<file path="config.mk">
export PLATFORM = sky130hd
export DESIGN_NAME = sram_burst_seq
export DESIGN_NICKNAME = d
export VERILOG_FILES = /design/src/rtl/sram_burst_pkg.sv /design/src/rtl/sram_lane_decode.sv /design/src/rtl/sram_cmd_decode.sv /design/src/rtl/sram_burst_counter.sv /design/src/rtl/sram_burst_seq.sv
export SDC_FILE = /design/constraint.sdc
export NUM_CORES = 1
export LEC_CHECK = 0
export CAP_MARGIN = 20
export CORE_ASPECT_RATIO = 0.7
export CORE_MARGIN = 2
export CORE_UTILIZATION = 39
export DETAILED_ROUTE_END_ITERATION = 16
export PLACE_DENSITY_LB_ADDON = 0.12
export REMOVE_ABC_BUFFERS = 1
export SLEW_MARGIN = 20
export SYNTH_ARGS = -nofsm -noshare
export SYNTH_HDL_FRONTEND = slang
export SYNTH_HIERARCHICAL = 1
export SYNTH_SLANG_ARGS = --single-unit
</file>
<file path="constraint.sdc">
create_clock -name clk -period 1.8 [get_ports clk]
set_input_delay 0.27 -clock clk [delete_from_list [all_inputs] [get_ports clk]]
set_output_delay 0.27 -clock clk [all_outputs]
set_load 0.05 [all_outputs]
</file>
<file path="src/rtl/sram_burst_pkg.sv">
// Shared types for the burst sequencer.
package sram_burst_pkg;
    typedef enum logic [1:0] {
        OP_DESEL = 2'd0,
        OP_BEGIN = 2'd1,
        OP_CONT  = 2'd2,
        OP_SUSP  = 2'd3
    } burst_op_t;
endpackage

</file>
<file path="src/rtl/sram_lane_decode.sv">
// Lane write decode: turns the global and lane-qualified write controls
// into a per-lane write vector. Purely combinational; assumes inputs are
// already the sampled values for the cycle.
module sram_lane_decode #(
    parameter int LANES = 4
) (
    input  logic             gwr_n,
    input  logic             bwr_n,
    input  logic [LANES-1:0] lane_n,
    output logic [LANES-1:0] lane_we,
    output logic             any_we
);
    // Pick the lane vector from the write controls.
    always_comb begin
        if (!gwr_n)      lane_we = '1;
        else if (!bwr_n) lane_we = ~lane_n;
        else             lane_we = '0;
        any_we = |lane_we;
    end

    // Global write must reach every lane.
    always_comb begin
        if (!gwr_n) AST_GLOBAL_ALL: assert (&lane_we);
    end
endmodule

</file>
<file path="src/rtl/sram_cmd_decode.sv">
// Cycle command decode: derives this cycle's operation, the load and step
// controls for the address counter, and the direction. Assumes burst_act
// is the registered "a burst is open" flag from the top.
module sram_cmd_decode
    import sram_burst_pkg::*;
(
    input  logic      pstrb_n,
    input  logic      cstrb_n,
    input  logic      adv_n,
    input  logic      en1_n,
    input  logic      en2,
    input  logic      en3_n,
    input  logic      wr_req,
    input  logic      burst_act,
    output burst_op_t op_nxt,
    output logic      load,
    output logic      step,
    output logic      wr_nxt
);
    logic en_ok, p_go, c_go;

    // Enables and strobe qualification (first enable masks processor strobe).
    always_comb begin
        en_ok = !en1_n && en2 && !en3_n;
        p_go  = !pstrb_n && !en1_n;
        c_go  = !cstrb_n;
    end

    // Operation selection by strobe, then burst state and advance.
    always_comb begin
        load   = 1'b0;
        step   = 1'b0;
        wr_nxt = 1'b0;
        op_nxt = OP_DESEL;
        if (p_go || c_go) begin
            if (en_ok) begin
                op_nxt = OP_BEGIN;
                load   = 1'b1;
                wr_nxt = p_go ? 1'b0 : wr_req;
            end
        end else if (burst_act) begin
            wr_nxt = wr_req;
            if (!adv_n) begin
                op_nxt = OP_CONT;
                step   = 1'b1;
            end else begin
                op_nxt = OP_SUSP;
            end
        end
    end

    // Load and step never coincide.
    always_comb begin
        AST_LOAD_STEP_EXCL: assert (!(load && step));
    end
endmodule

</file>
<file path="src/rtl/sram_burst_counter.sv">
// Burst address generator: holds the loaded upper address, the start value
// of the low two bits, the captured order, and a 2-bit count. The low bits
// are start+count (linear) or start^count (interleaved).
module sram_burst_counter #(
    parameter int AW = 19
) (
    input  logic          clk,
    input  logic          rst_n,
    input  logic          load,
    input  logic          step,
    input  logic [AW-1:0] addr_i,
    input  logic          ilv_i,
    output logic [AW-1:0] addr_o
);
    localparam int UW = AW - 2;

    logic [UW-1:0] upper_q;
    logic [1:0]    start_q;
    logic [1:0]    cnt_q;
    logic          ilv_q;
    logic [1:0]    low;

    // Capture base and order on load, count on step.
    always_ff @(posedge clk) begin
        if (!rst_n) begin
            upper_q <= '0;
            start_q <= '0;
            cnt_q   <= '0;
            ilv_q   <= 1'b0;
        end else if (load) begin
            upper_q <= addr_i[AW-1:2];
            start_q <= addr_i[1:0];
            cnt_q   <= '0;
            ilv_q   <= ilv_i;
        end else if (step) begin
            cnt_q   <= cnt_q + 2'd1;
        end
    end

    // Combine count and start in the captured order.
    always_comb begin
        low    = ilv_q ? (start_q ^ cnt_q) : (start_q + cnt_q);
        addr_o = {upper_q, low};
    end

    AST_LINEAR_STEP: assert property (@(posedge clk) disable iff (!rst_n)
        (step && !load && !ilv_q) |=> (addr_o[1:0] == $past(addr_o[1:0]) + 2'd1));

    AST_UPPER_HELD: assert property (@(posedge clk) disable iff (!rst_n)
        (step && !load) |=> $stable(addr_o[AW-1:2]));
endmodule

</file>
<file path="src/rtl/sram_burst_seq.sv">
// Burst cycle and address sequencer top: registers the decoded operation,
// direction, lane writes and address for the data path. Assumes all
// control inputs are synchronous to clk.
module sram_burst_seq
    import sram_burst_pkg::*;
#(
    parameter int AW    = 19,
    parameter int LANES = 4
) (
    input  logic             clk,
    input  logic             rst_n,
    input  logic             pstrb_n,
    input  logic             cstrb_n,
    input  logic             adv_n,
    input  logic             en1_n,
    input  logic             en2,
    input  logic             en3_n,
    input  logic             gwr_n,
    input  logic             bwr_n,
    input  logic [LANES-1:0] lane_n,
    input  logic [AW-1:0]    addr_i,
    input  logic             ilv_order,
    output logic [AW-1:0]    word_addr_o,
    output logic [1:0]       op_o,
    output logic             write_o,
    output logic [LANES-1:0] lane_we_o,
    output logic             selected_o
);
    logic [LANES-1:0] lane_we;
    logic             any_we;
    burst_op_t        op_nxt, op_q;
    logic             load, step, wr_nxt;
    logic             act_q;

    sram_lane_decode #(.LANES(LANES)) u_lane (
        .gwr_n   (gwr_n),
        .bwr_n   (bwr_n),
        .lane_n  (lane_n),
        .lane_we (lane_we),
        .any_we  (any_we)
    );

    sram_cmd_decode u_cmd (
        .pstrb_n   (pstrb_n),
        .cstrb_n   (cstrb_n),
        .adv_n     (adv_n),
        .en1_n     (en1_n),
        .en2       (en2),
        .en3_n     (en3_n),
        .wr_req    (any_we),
        .burst_act (act_q),
        .op_nxt    (op_nxt),
        .load      (load),
        .step      (step),
        .wr_nxt    (wr_nxt)
    );

    sram_burst_counter #(.AW(AW)) u_cnt (
        .clk    (clk),
        .rst_n  (rst_n),
        .load   (load),
        .step   (step),
        .addr_i (addr_i),
        .ilv_i  (ilv_order),
        .addr_o (word_addr_o)
    );

    // Register the cycle's operation, direction and lane writes.
    always_ff @(posedge clk) begin
        if (!rst_n) begin
            op_q      <= OP_DESEL;
            act_q     <= 1'b0;
            write_o   <= 1'b0;
            lane_we_o <= '0;
        end else begin
            op_q      <= op_nxt;
            act_q     <= (op_nxt != OP_DESEL);
            write_o   <= wr_nxt;
            lane_we_o <= wr_nxt ? lane_we : '0;
        end
    end

    // Present the registered operation to the data path.
    always_comb begin
        op_o       = op_q;
        selected_o = act_q;
    end

    AST_PROC_READ: assert property (@(posedge clk) disable iff (!rst_n)
        (!pstrb_n && !en1_n && en2 && !en3_n) |=> (op_o == OP_BEGIN && !write_o));

    AST_SUSPEND_HOLD: assert property (@(posedge clk) disable iff (!rst_n)
        (op_o != OP_DESEL && cstrb_n && (pstrb_n || en1_n) && adv_n)
        |=> (op_o == OP_SUSP && $stable(word_addr_o)));

    AST_DESEL_STICKY: assert property (@(posedge clk) disable iff (!rst_n)
        (op_o == OP_DESEL && cstrb_n && (pstrb_n || en1_n)) |=> (op_o == OP_DESEL));

    AST_WRITE_LANES: assert property (@(posedge clk) disable iff (!rst_n)
        write_o == (lane_we_o != '0));
endmodule

</file>
==> impl_metrics.py, run 1 <==
metrics = {
    "clock_network": {
        "cts_hold_buf": 0,
        "cts_buffer_depth": 2,
        "cts_resized": 0,
        "clock-sinks": 30,
        "cts_buffers": 5,
        "clk_pin_slew_ns": 0.06,
        "cts_tree": "done",
        "clk-insertion-delay-late_ns": 0.27,
        "clock-root-buffer": "clkbuf_8",
        "htreeDepth": 2,
        "postCtsSetupBuffers": 0,
    },
    "critical_path": {
        "r2r-end": "u_cnt/cnt_q[1]",
        "r2r_cells": 4,
        "crit_path_start_kind": "flip-flop",
        "critPathTopFamily": "buffers and inverters",
        "cp-end-kind": "output port",
        "rr_startpoint": "selected_o",
        "worstSetupPathType": "reg -> out",
        "cp_slowest_cell": "clkdlybuf4s50_1",
        "arrival_ns": 1.41,
        "crit_required_ns": 1.53,
        "regToRegSetupSlack_ns": 0.64,
        "critPathMaxStageDelay_ns": 0.81,
        "critPathLaunch": "u_cnt/upper_q[10]",
        "cp_cell_sequence": "clkdlybuf4s50_1",
        "critical_path_buf_inv_count": 1,
        "cp_max_fo": 2,
    },
    "logic_synthesis": {
        "ys_seq_area_frac": 0.490,
        "syn_area_per_cell_um2": 11.4,
        "async_reset_ff_frac": 0,
        "synth_cell_types": 23,
        "synth_ff_type": "dfxtp_1",
        "postSynthCellCount": 107,
        "synth_edf_count": 0,
        "netlist_area_um2": 1220,
        "ys_seq_elements": 30,
        "synthTopCellsByArea": "dfxtp_1 49%, mux2i_1 16%, nor2b_1 11%",
        "synth_top_area_share": 0.490,
        "yosysTopAreaCell": "dfxtp_1",
        "synth_warnings": 6,
    },
    "hold_path": {
        "hp-class": "reg -> reg",
        "whs_path_depth": 2,
        "holdPathEnd": "u_cnt/upper_q[6]",
        "hp-start": "u_cnt/upper_q[6]",
    },
    "power_and_ir_drop": {
        "peakVddDrop_mv": 0.594,
        "p_seq_frac": 0.469,
        "p_clk_frac": 0.370,
        "p_leak_nw": 0.712,
        "sw_frac_of_total": 0.239,
        "p_switching_mw": 0.351,
        "p_int_mw": 1.12,
        "power_density_nw_per_um2": 753,
        "total_power_mw": 1.47,
        "p_comb_frac": 0.161,
    },
    "grt": {
        "grt_pass1_wl_um": 4280,
        "grt_max_degree": 30,
        "grt_pass1_vias": 932,
        "overflow": 0,
        "antenna_found_initial": 0,
        "grtUsageTotal": 0.155,
    },
    "drt": {
        "ant_nets": 0,
        "vias_per_cell": 4.56,
        "drtPass1Iterations": 4,
        "drtIter0Drc": 42,
        "drcViolationCount": 0,
        "wire_per_inst_um": 12.7,
        "route.vias.total": 954,
        "wl_um": 2650,
    },
    "sta": {
        "tightest_slew_ns": 0.511,
        "finalCriticalPeriod_ns": 1.68,
        "slew_viol_final": 0,
        "hold_viol": 0,
        "rsz0062_at_grt": "no",
        "max-slew-margin-rel": 0.658,
        "final.setup_skew_ns": 0.00236,
        "finalCritPeriodShare": 0.935,
        "setup_viol": 0,
        "fmax_ghz": 0.594,
    },
    "final_layout": {
        "syn_to_final_growth_pct": 59.0,
        "n_fill_cell": 251,
        "postLayoutCoreUtil": 0.676,
        "regArea_um2": 601,
        "nets": 207,
        "diodes": 0,
        "multiInputGateArea_um2": 568,
        "drive_above_1_share": 0.116,
    },
    "die": {
        "die_y_um": 50.9,
        "core-area_um2": 2880,
        "die_x_um": 71.0,
        "rows": 16,
        "ioPinCount": 61,
        "dieArea_um2": 3610,
        "floorplan.initialDensity": 0.425,
    },
    "placement": {
        "io_buffers": 60,
        "routabilityCongestion": 0.735,
        "hpwlAfterDp_um": 1920,
    },
    "flow_run": {
        "max_cap_violations": 0,
    },
    "run_status": {
        "outcome": "finished, final reports clean",
    },
}
-- per-stage QoR --
stage	cell area, µm²	TNS, ns	setup WS [ns]	hold WS, ns	instances
finish	1950	0	0.118	0.513	209
global route	1950	0	0.0527	0.542	209
CTS	1950	0	0.0992	0.519	209
detailed placement	1860	-1.13	-0.0728	0.504	201
global placement	1860	-0.501	-0.0336	0.495	201
floorplan	1170	-12.86	-0.640	0.387	102
-- state kept, by name (all words and copies together), names as in the netlist --
register,count
write_o,1
selected_o,1
lane_we_o,4
u_cnt/upper_q,17
op_o,2
u_cnt/ilv_q,1
u_cnt/cnt_q,2
u_cnt/start_q,2
-- per-layer routing --
layer  up-vias  wire length, µm  global-route usage
met5         -                0                   0
met4         0               36              0.0660
met3         4              150              0.0552
met2        28             1230               0.254
met1       431             1240               0.186
li1        491                -                   -
-- cell families after synthesis --
| family | synth area share |
|---|---|
| buffers and inverters | 0.0480 |
| multiplexers | 0.163 |
| adder cells (fa/ha/maj) | 0.0102 |
| AO/OA/AOI/OAI | 0.0684 |
| XOR/XNOR | 0.0215 |
| flip-flops | 0.490 |
| AND/OR/NAND/NOR | 0.198 |
-- layout by cell type (no fill, tap or decap), types with 2 or more instances in the layout --
cell	instances
clkdlybuf4s50_1	58
dfxtp_1	30
nor2b_1	22
mux2i_1	20
clkbuf_8	6
and3_1	4
o21ai_0	4
and2_2	3
buf_4	3
xnor2_1	3
buf_12	2
o2bb2ai_1	2
nand3b_1	2
-- cell usage after synthesis (2+ instances only) --
cell,n
and2_2,3
buf_12,2
o21ai_0,4
dfxtp_1,30
o2bb2ai_1,2
mux2i_1,20
clkbuf_1,2
xnor2_1,3
and3_1,4
nand3b_1,2
nor2b_1,22
nor2_1,2
-- final cells by class --
cell class,count,area share
Multi-Input combinational cell,72,0.292
Sequential cell,30,0.308
Timing Repair Buffer,63,0.330
Tap cell,36,0.0231
Clock inverter,1,0.00257
Clock buffer,7,0.0443
-- power by group through the flow --
| stage | logic (mW) | registers, mW | clock network [mW] |
|---|---|---|---|
| 6_report | 0.236 | 0.688 | 0.542 |
| 5_1_grt | 0.250 | 0.690 | 0.593 |
| 4_1_cts | 0.238 | 0.688 | 0.564 |
| 3_5_place_dp | 0.237 | 0.703 | 0 |
| 3_3_place_gp | 0.234 | 0.702 | 0 |
| 2_1_floorplan | 0.0593 | 0.752 | 0 |
-- worst max path at each step --
stage	cells after the start	to	slack, ns
after floorplan	4	u_cnt/cnt_q[0]	-0.64
after global placement	6	u_cnt/upper_q[13]	-0.03
after detailed placement	6	u_cnt/upper_q[15]	-0.07
after CTS	1	word_addr_o[3]	0.1
after global routing	1	word_addr_o[13]	0.05
final	1	word_addr_o[12]	0.12
No activity file was read; power rests on OpenSTA's default activity.
==> inputs of run 2 (changes only) <==
Settings changed: CTS_CLUSTER_SIZE from default to 12, SLEW_MARGIN 20 to 40.
==> results of run 2 <==
Final layout, timing and power as in run 1 (identical DEF).
